### src/rtl/irq_seq_pkg.sv
package irq_seq_pkg;

    localparam int W = 16;

    // status word bit positions
    localparam int B_GIE    = 3;
    localparam int B_CPUOFF = 4;
    localparam int B_OSCOFF = 5;
    localparam int B_SCG0   = 6;
    localparam int B_SCG1   = 7;

    // bits cleared once the status word has been saved
    localparam logic [W-1:0] ENTRY_CLR = W'((1 << B_GIE) | (1 << B_CPUOFF) |
                                            (1 << B_OSCOFF) | (1 << B_SCG1));

    localparam logic [W-1:0] WORD_BYTES = W'(2);

    typedef enum logic [2:0] {
        S_IDLE,
        S_PUSH_PC,
        S_PUSH_SR,
        S_VEC,
        S_POP_SR,
        S_POP_PC
    } seq_st_e;

endpackage

### src/rtl/irq_seq_arb.sv
module irq_seq_arb (
    input  logic idle,
    input  logic sleeping,
    input  logic gie,
    input  logic irq_req,
    input  logic reti_cmd,
    output logic take_ret,
    output logic take_irq
);
    // a return that is asked for in the same cycle wins; the interrupt is
    // reconsidered once the restored status word is in place
    always_comb begin
        take_ret = idle && reti_cmd && !sleeping;
        take_irq = idle && irq_req && gie && !take_ret;
    end
endmodule

### src/rtl/irq_seq_vec.sv
module irq_seq_vec #(
    parameter int          IDX_W    = 4,
    parameter logic [15:0] VEC_BASE = 16'hFFE0
) (
    input  logic [IDX_W-1:0] idx,
    output logic [15:0]      addr
);
    localparam int SHIFT = 1;  // one 16-bit word per source

    always_comb begin
        addr = VEC_BASE + (16'(idx) << SHIFT);
    end
endmodule

### src/rtl/irq_seq.sv
module irq_seq #(
    parameter int          IDX_W    = 4,
    parameter logic [15:0] VEC_BASE = 16'hFFE0,
    parameter logic [15:0] SP_INIT  = 16'h0400,
    parameter logic [15:0] RST_PC   = 16'hC000
) (
    input  logic             clk,
    input  logic             rst_n,
    input  logic             irq_req,
    input  logic [IDX_W-1:0] irq_idx,
    input  logic             reti_cmd,
    input  logic             pc_we,
    input  logic [15:0]      pc_wdata,
    input  logic             sr_we,
    input  logic [15:0]      sr_wdata,
    output logic             mem_req,
    output logic             mem_we,
    output logic [15:0]      mem_addr,
    output logic [15:0]      mem_wdata,
    input  logic [15:0]      mem_rdata,
    output logic [15:0]      pc,
    output logic [15:0]      sr,
    output logic [15:0]      sp,
    output logic             busy,
    output logic             sleep
);
    import irq_seq_pkg::*;

    typedef struct packed {
        seq_st_e          st;
        logic [W-1:0]     pc;
        logic [W-1:0]     sr;
        logic [W-1:0]     sp;
        logic [IDX_W-1:0] idx;
    } seq_t;

    seq_t         r_q, r_d;
    logic         idle;
    logic         take_ret, take_irq;
    logic [W-1:0] vec_addr;

    assign idle = (r_q.st == S_IDLE);

    irq_seq_arb u_arb (
        .idle     (idle),
        .sleeping (r_q.sr[B_CPUOFF]),
        .gie      (r_q.sr[B_GIE]),
        .irq_req  (irq_req),
        .reti_cmd (reti_cmd),
        .take_ret (take_ret),
        .take_irq (take_irq)
    );

    irq_seq_vec #(
        .IDX_W    (IDX_W),
        .VEC_BASE (VEC_BASE)
    ) u_vec (
        .idx  (r_q.idx),
        .addr (vec_addr)
    );

    always_comb begin
        r_d       = r_q;
        mem_req   = 1'b0;
        mem_we    = 1'b0;
        mem_addr  = '0;
        mem_wdata = '0;
        case (r_q.st)
            S_IDLE: begin
                if (take_ret) begin
                    r_d.st = S_POP_SR;
                end else if (take_irq) begin
                    r_d.st  = S_PUSH_PC;
                    r_d.idx = irq_idx;
                end else begin
                    if (pc_we) r_d.pc = pc_wdata;
                    if (sr_we) r_d.sr = sr_wdata;
                end
            end
            S_PUSH_PC: begin
                mem_req   = 1'b1;
                mem_we    = 1'b1;
                mem_addr  = r_q.sp - WORD_BYTES;
                mem_wdata = r_q.pc;
                r_d.sp    = r_q.sp - WORD_BYTES;
                r_d.st    = S_PUSH_SR;
            end
            S_PUSH_SR: begin
                mem_req   = 1'b1;
                mem_we    = 1'b1;
                mem_addr  = r_q.sp - WORD_BYTES;
                mem_wdata = r_q.sr;
                r_d.sp    = r_q.sp - WORD_BYTES;
                r_d.sr    = r_q.sr & ~ENTRY_CLR;
                r_d.st    = S_VEC;
            end
            S_VEC: begin
                mem_req  = 1'b1;
                mem_addr = vec_addr;
                r_d.pc   = mem_rdata;
                r_d.st   = S_IDLE;
            end
            S_POP_SR: begin
                mem_req  = 1'b1;
                mem_addr = r_q.sp;
                r_d.sr   = mem_rdata;
                r_d.sp   = r_q.sp + WORD_BYTES;
                r_d.st   = S_POP_PC;
            end
            S_POP_PC: begin
                mem_req  = 1'b1;
                mem_addr = r_q.sp;
                r_d.pc   = mem_rdata;
                r_d.sp   = r_q.sp + WORD_BYTES;
                r_d.st   = S_IDLE;
            end
            default: r_d.st = S_IDLE;
        endcase
    end

    always_ff @(posedge clk or negedge rst_n) begin
        if (!rst_n) begin
            r_q.st  <= S_IDLE;
            r_q.pc  <= RST_PC;
            r_q.sr  <= '0;
            r_q.sp  <= SP_INIT;
            r_q.idx <= '0;
        end else begin
            r_q <= r_d;
        end
    end

    assign pc    = r_q.pc;
    assign sr    = r_q.sr;
    assign sp    = r_q.sp;
    assign busy  = !idle;
    assign sleep = idle && r_q.sr[B_CPUOFF];

    // with the global enable clear and no return asked, nothing starts
    p_gie_gate_r2: assert property (@(posedge clk) disable iff (!rst_n)
        (idle && !r_q.sr[B_GIE] && !reti_cmd) |=> (r_q.st == S_IDLE));

    // the program counter push moves the stack pointer down one word
    p_push_sp_r3: assert property (@(posedge clk) disable iff (!rst_n)
        (r_q.st == S_PUSH_PC) |=> (r_q.st == S_PUSH_SR && r_q.sp == $past(r_q.sp) - 16'd2));

    // mode and enable bits are clear once the status word is saved
    p_mode_clr_r4: assert property (@(posedge clk) disable iff (!rst_n)
        (r_q.st == S_PUSH_SR) |=> ((r_q.sr & ENTRY_CLR) == '0));

    // the vector word becomes the program counter and the sequence ends
    p_vec_load_r5: assert property (@(posedge clk) disable iff (!rst_n)
        (r_q.st == S_VEC) |=> (r_q.pc == $past(mem_rdata) && !busy));

    // the first pop restores the status word from memory
    p_pop_sr_r6: assert property (@(posedge clk) disable iff (!rst_n)
        (r_q.st == S_POP_SR) |=> (r_q.sr == $past(mem_rdata)));

    // a sleeping core without a request stays out of any sequence
    p_sleep_hold_r7: assert property (@(posedge clk) disable iff (!rst_n)
        (sleep && !irq_req) |=> !busy);

    // a return asked for in an awake idle cycle always goes first
    p_ret_first_r8: assert property (@(posedge clk) disable iff (!rst_n)
        (idle && reti_cmd && !sleep) |=> (r_q.st == S_POP_SR));

endmodule

### config.mk
export PLATFORM = sky130hd
export DESIGN_NAME = irq_seq
export DESIGN_NICKNAME = d
export VERILOG_FILES = /design/src/rtl/irq_seq_pkg.sv /design/src/rtl/irq_seq_arb.sv /design/src/rtl/irq_seq_vec.sv /design/src/rtl/irq_seq.sv
export SDC_FILE = /design/constraint.sdc
export NUM_CORES = 1
export LEC_CHECK = 0
export BUFFER_PORTS_ARGS = -buffer_cell sky130_fd_sc_hd__buf_2
export CAP_MARGIN = 20
export CORE_MARGIN = 5
export CORE_UTILIZATION = 54
export DETAILED_ROUTE_END_ITERATION = 6
export PLACE_DENSITY = 0.91
export SLEW_MARGIN = 40
export SYNTH_ARGS = -nofsm -noshare
export SYNTH_HDL_FRONTEND = slang
export SYNTH_SLANG_ARGS = --single-unit
### constraint.sdc
create_clock -name clk -period 5.3 [get_ports clk]
set_input_delay 1.06 -clock clk [delete_from_list [all_inputs] [get_ports clk]]
set_output_delay 1.06 -clock clk [all_outputs]
set_load 0.005 [all_outputs]
==> summary.md, run 1 <==
| Metric | Value |
|---|---|
| Largest net degree at the start of global routing | between 50 and 60 |
| Rows | 31 |
| Synth Instances | about 410 |
| Full die area | around 9000 um2 |
| Slew Limit Headroom | 0.501 |
| Post-Route Skew | 0.00850 ns |
| DR vias | between 3,000 and 4,000 |
| CP endpoint kind | output pin |
| Die Ht | roughly 95 um |
| Fin crit share | 0.654 |
| # diodes | 0 |
| Yosys cell types | 53 |
| Vias per Instance | ~6 |
| Cell-by-cell trace of the critical path | or4_4, or3_4, or4_1, nand3_1, buf_2 |
| Routed WL per cell | roughly 19 um |
| Placed cells | about 570 |
| Register area share after synthesis | 0.348 |
| Cell Pwr Density | 686 nW/um2 |
| Worst r2r path cells | 4 |
| Stages on worst setup path | 5 |
| Post-synth EDFFs | 0 |
| Worst IR Drop VDD | 313 uV |
| Tmin final | around 3.5 ns |
| FMAX | slightly below 300 MHz |
| Detailed Place HPWL | ~8100 um |
| Initial DRC count | 208 |
| Drt pass-1 iters | 4 |
| Root Buffer | clkbuf_8 |
| Antenna violations before repair | 0 |
| Clock sink count | 54 |
| Final non-filler cell total | 582 |
| Hold path depth | 1 |
| Ys async rst share | 1.00 |
| Synth area leaders | dfrtp_1 (33%), mux2_2 (14%), buf_4 (9.6%), a22o_1 (7.0%), xnor2_1 (2.9%) |
| Cell Area, Synth | between 3000 and 4000 um2 |
| Layout Nets | 542 |
| Post-DRT Antenna Nets | 0 |
| Layout cells sized above 1 | 0.451 |
| Final hold violation count | 0 |
| RSZ-0062 raised after global routing | false |
| Clock Tree Buf Depth | 2 |
| H-tree lvl count | 2 |
| Cell family with most CP delay | simple AND/OR/NAND/NOR gates |
| GR Util All Layers | 0.251 |
| Initial Util | 0.546 |
| CP Data Arrival Time | between 2 and 2.5 ns |
| Leakage | roughly 2.1 nW |
| GRT overflow | 0 |
| CTS tree | done |
| Hold crit path type | register to register |
| Crit Path Category | register to output pin |
| Worst slew pin tran | 0.748 ns |
| Setup TNS | 0 ns |
| I/O Buffers | approximately 140 |
| Max Cap Violations | 0 |
| Routability congestion estimate | 0.939 |
| Remaining DRCs | 0 |
| Chip width | ~95 um |
| Yosys top cell area share | 0.328 |
| Cell accounting for the most synthesized area | dfrtp_1 |
| Area Overhead vs Synth | 12.9% |
| Crit-path max FO | 13 |
| Worst-path clk slew | 0.10 ns |
| Setup Fix Bufs, Post-CTS | 0 |
| Vias in the first global route | 3,637 |
| Post-Route WL | between 10,000 and 15,000 um |
| Slowest stage cell, crit path | or4_4 |
| Final setup viols | 0 |
| Startpoint types | register |
| Worst path max stage delay | 0.56 ns |
| Fill count | roughly 620 |
| Result of the run | completed |
| Top_reg_cell synth | dfrtp_1 |
| Post-cts hold buffer count | 0 |
| Worst path bufs/invs | 1 |
| Final Max Slew Viols | 0 |
| Core Area | around 7100 um2 |
| Syn. warnings | 0 |
| CTS buffer count | 5 |
| IO Pins | between 100 and 150 |
| Post-CTS Resized | 0 |
| Seq cells post-synth | 54 |
| First-pass GRT wire length | roughly 18,000 um |
| Synthesized area per cell | between 9 and 10 um2 |
| Worst-Skew Late Latency | 0.31 ns |
| Worst hold slack | 0.534 ns |
| Worst Path Required | roughly 4.2 ns |
-- final cells by class --
cell class | instances | area (um2) | share of cell area
clock buffers | 6 | 72.6 | 0.0165
repair buffers | 146 | 748 | 0.170
multi-input cells | 262 | 2010 | 0.457
well taps | 99 | 124 | 0.0282
clock inverters | 2 | 37.5 | 0.00854
flip-flops and latches | 54 | 1360 | 0.308
inverters | 13 | 48.8 | 0.0111
-- sequential cells by signal (all words and copies together) (netlist names) --
register	count
pc	16
sr	16
r_q	7
sp	15
-- path summary, 6_finish.rpt --
kind                                      from                  end  slack, ns
setup / recovery             sp[8]$_DFFE_PN0P_         mem_addr[14]       1.83
hold / removal              r_q[0]$_DFFE_PN0P_   r_q[0]$_DFFE_PN0P_       0.53
setup reg to reg           r_q[53]$_DFFE_PN0P_   pc[11]$_DFFE_PN0P_       2.98
hold reg to reg             r_q[0]$_DFFE_PN0P_   r_q[0]$_DFFE_PN0P_       0.53
max in group asynchronous                rst_n  r_q[54]$_DFFE_PN0P_       3.91
min in group asynchronous                rst_n    sp[3]$_DFFE_PN0P_       0.88
-- kinds of logic after synthesis --
group	synth area share
AOI/OAI and AO/OA	0.178
xor gates and xnor gates	0.0472
adders and majority gates	0.00643
buffers and inverters	0.141
DFF	0.348
muxes	0.152
other	0.000963
and+or+nand+nor	0.126
-- Yosys cell counts (all sizes together), types with 3 or more instances --
| library cell | number |
|---|---|
| dfstp | 3 |
| mux2 | 50 |
| nand2 | 18 |
| xor2 | 8 |
| buf | 58 |
| nand4 | 4 |
| or3 | 5 |
| or4 | 4 |
| dfrtp | 51 |
| nor2 | 16 |
| o211ai | 3 |
| o21ai | 12 |
| a22o | 31 |
| o22ai | 4 |
| a21oi | 16 |
| or2 | 3 |
| xnor2 | 13 |
| a22oi | 3 |
| o31ai | 4 |
| nor3b | 4 |
| a31oi | 4 |
| inv | 13 |
| nand2b | 5 |
| mux2i | 3 |
| clkbuf | 22 |
| nor4 | 8 |
| a32oi | 4 |
| nor3 | 9 |
| nand3 | 6 |
| nor2b | 3 |
-- metal layers --
metal  part of all wire  GRT usage  up-vias
met1               0.38      0.300     1659
met4              0.024     0.0877        0
li1                   -          -     1583
met2               0.50      0.432      184
met3              0.092     0.0693       23
met5                  0          0        -
-- through the flow --
stage	utilization	setup WS (ns)	instance area, um2	power, mW
5_1_grt	0.616	1.72	4400	3.26
4_1_cts	0.616	1.83	4400	3.02
6_report	0.616	1.83	4400	3.01
3_5_place_dp	0.600	2.18	4290	2.72
3_3_place_gp	0.599	2.16	4280	2.64
2_1_floorplan	-	2.31	3900	2.25
-- report_power, final --
part | total (mW) | leakage, nW | internal, mW | switching (mW)
combinational | 1.76 | 1.36 | 0.882 | 0.882
clock | 0.282 | 0.0514 | 0.141 | 0.140
sequential | 0.969 | 0.647 | 0.631 | 0.338
-- layout by cell type (no fill, tap or decap), types with 4 or more instances in the layout --
cell type	count
buf_2	139
mux2_2	50
dfrtp_1	50
a22o_1	31
nand2_1	18
a21oi_1	16
nor2_1	15
xnor2_1	13
inv_1	13
o21ai_0	11
nor3_1	9
nor4_1	8
xor2_1	8
buf_4	7
nand3_1	6
nand2b_1	5
clkbuf_8	5
o31ai_1	4
or3_1	4
a31oi_1	4
o22ai_1	4
nand4_1	4
a32oi_1	4
Power figures use the tool's default switching activity.
==> inputs of run 2 (changes only) <==
--- a/config.mk
+++ b/config.mk
@@ -8,9 +8,9 @@
 export BUFFER_PORTS_ARGS = -buffer_cell sky130_fd_sc_hd__buf_2
 export CAP_MARGIN = 20
 export CORE_MARGIN = 5
-export CORE_UTILIZATION = 54
+export CORE_UTILIZATION = 51
 export DETAILED_ROUTE_END_ITERATION = 6
-export PLACE_DENSITY = 0.91
+export PLACE_DENSITY = 0.87
 export SLEW_MARGIN = 40
 export SYNTH_ARGS = -nofsm -noshare
 export SYNTH_HDL_FRONTEND = slang
==> constraint.sdc (replaced) <==
create_clock -name clk -period 3.2 [get_ports clk]
set_input_delay 0.64 -clock clk [delete_from_list [all_inputs] [get_ports clk]]
set_output_delay 0.64 -clock clk [all_outputs]
set_load 0.005 [all_outputs]
==> summary.md, run 2 (same netlist as run 1, synthesis figures left out) <==
| Metric | Value |
|---|---|
| Result of the run | completed |
| CP endpoint kind | output pin |
| Detailed Place HPWL | 8520 um (+5.4%) |
| Crit-path max FO | 9 (-4) |
| Final Core Density | 0.604 (-0.0120) |
| Total Power | 5.01 mW (+66%) |
| GRT met2 Usage | 0.399 (-0.0331) |
| Post-Route Skew | 0.00505 ns (-0.00345 ns) |
| Slew Limit Headroom | 0.508 (+0.00662) |
| Worst Path Required | 2.56 ns (-1.68 ns) |
| Cell Pwr Density | 1130 nW/um2 (+65%) |
| Routability congestion estimate | 0.947 (+0.88%) |
| Hold crit path type | input pin to asynchronous set/reset pin |
| GR Util All Layers | 0.233 (-0.0186) |
| Chip width | 97.4 um (+2.6%) |
| FMAX | between 300 and 400 MHz |
| Fill count | 606 (-1.5%) |
| Max Cap Violations | 0 (unchanged) |
| Post-DRT Antenna Nets | 0 (unchanged) |
| CP Data Arrival Time | 2.41 ns (about the same) |
| IO Pins | 142 (unchanged) |
| Worst r2r path cells | 4 (unchanged) |
| Final hold violation count | 0 (unchanged) |
| RSZ-0062 raised after global routing | false |
| Most common cell after layout, fill and taps aside | buf_2 |
| Final setup viols | 0 (unchanged) |
| Post-CTS Resized | 0 (unchanged) |
| H-tree lvl count | 2 (unchanged) |
| Setup TNS | 0 ns (unchanged) |
| Clock Tree Buf Depth | 2 (unchanged) |
| Worst slew pin tran | 0.737 ns (-0.0107 ns) |
| Worst-path clk slew | 0.10 ns (about the same) |
| Most frequent cells in the layout | buf_2 (139), mux2_2 (50), dfrtp_1 (50) |
| Flop-to-flop setup slack | 0.87 ns (-2.11 ns) |
| Routed WL per cell | 19.1 um (+0.90%) |
| Layout cells sized above 1 | 0.459 (+0.00750) |
| Startpoint types | register |
| Post-cts hold buffer count | 0 (unchanged) |
| M1 GR Usage | 0.295 (-0.00544) |
| Layout Nets | 545 (+0.55%) |
| Setup Fix Bufs, Post-CTS | 0 (unchanged) |
| Area Overhead vs Synth | 13.7% |
| Final non-filler cell total | 585 (+0.52%) |
| First-pass GRT wire length | 18,300 um (+2.0%) |
| Post-Route WL | 11,200 um (+1.4%) |
| Worst-Skew Late Latency | 0.31 ns (about the same) |
| Placed cells | 577 (+0.52%) |
| Tmin final | slightly above 3 ns |
| Crit path capture | mem_addr[14] |
| Fin crit share | 0.954 |
| Top flop regs | pc (16), sr (16), sp (15) |
| GR met3 Demand/Resource | 0.0653 (-0.00400) |
| Initial DRC count | 179 (-14%) |
| Vias per Instance | 5.83 (-1.7%) |
| I/O Buffers | 139 (unchanged) |
| Remaining DRCs | 0 (unchanged) |
| Crit Path Category | register to output pin |
| Full die area | 9480 um2 (+5.3%) |
| Worst IR Drop VDD | 613 uV (+96%) |
| Rows | 31 (unchanged) |
| Capturing point of the worst reg2reg path | sr[14]$_DFFE_PN0P_ |
| Leakage | 2.08 nW (+0.92%) |
| Clock sink count | 54 (unchanged) |
| Final Max Slew Viols | 0 (unchanged) |
| # diodes | 0 (unchanged) |
| DR vias | 3,408 (-1.2%) |
| CTS tree | done |
| Drt pass-1 iters | 4 (unchanged) |
| Vias in the first global route | 3,492 (-4.0%) |
| Antenna violations before repair | 0 (unchanged) |
| Reg-to-reg startpoint | r_q[52]$_DFFE_PN0P_ |
| Root Buffer | clkbuf_8 |
| Initial Util | 0.531 (-0.0144) |
| CTS buffer count | 5 (unchanged) |
| Busiest grt layer | met2 |
| Die Ht | 97.4 um (+2.6%) |
| Largest net degree at the start of global routing | 28 (-49%) |
| Core Area | 7330 um2 (+2.7%) |
| CP Launch Point | sp[11]$_DFFE_PN0P_ |
| GRT overflow | 0 (unchanged) |
[run 2: cell count changes in the layout (fill, tap and decap cells not counted)]
cell     before  now
nor3b_4       0    1
o21ai_4       1    0
nor4_2        0    1
nor4_1        8    7
or4_4         1    2
nor3b_2       3    2
or4_1         3    2
o21ai_2       0    1
buf_4         7   10
[run 2: worst min-delay path by stage]
stage | to | startpoint | slack, ns | cells past startpoint
after global routing | sp[1]$_DFFE_PN0P_ | rst_n | 0.21 | 1
after CTS | sp[7]$_DFFE_PN0P_ | rst_n | 0.20 | 1
after floorplan | pc[0]$_DFFE_PN0P_ | rst_n | 0.34 | 0
final | sp[7]$_DFFE_PN0P_ | rst_n | 0.19 | 1
after global placement | pc[2]$_DFFE_PN0P_ | pc[2]$_DFFE_PN0P_ | 0.51 | 1
after detailed placement | r_q[3]$_DFFE_PN0P_ | r_q[3]$_DFFE_PN0P_ | 0.51 | 1
[run 2: area by class of cell]
type,instances,area [um2],share of cell area
tap,99,124,0.0280
inverter,13,48.8,0.0110
clock inverter,2,37.5,0.00848
clock buffer,6,72.6,0.0164
multi-input combinational,262,2020,0.456
timing repair buffer,149,771,0.174
sequential,54,1360,0.306
[run 2: critical path, cell delays in order, from the launching register on]
cell and delay (ns):
dfrtp_1 0.50, or4_4 0.58, or3_4 0.35, or4_1 0.46, nand3_1 0.09, buf_2 0.11
[run 2: per-layer routing]
| layer | up-vias | share of wire |
|---|---|---|
| met2 | 166 | 0.49 |
| met5 | - | 0 |
| met4 | 0 | 0.0091 |
| met1 | 1643 | 0.41 |
| met3 | 11 | 0.091 |
| li1 | 1588 | - |
[run 2: where the power goes]
part | switching [mW] | leakage (nW) | internal (mW)
Sequential | 0.555 | 0.647 | 1.05
Combinational | 1.45 | 1.38 | 1.48
Clock | 0.239 | 0.0514 | 0.234
[run 2: through the flow]
stage	area (um2)	hold slack, ns	worst slack (ns)
floorplan	3900	0.344	0.631
global placement	4300	0.512	0.452
detailed placement	4310	0.515	0.465
CTS	4420	0.199	0.108
global route	4430	0.208	0.00738
finish	4430	0.192	0.146
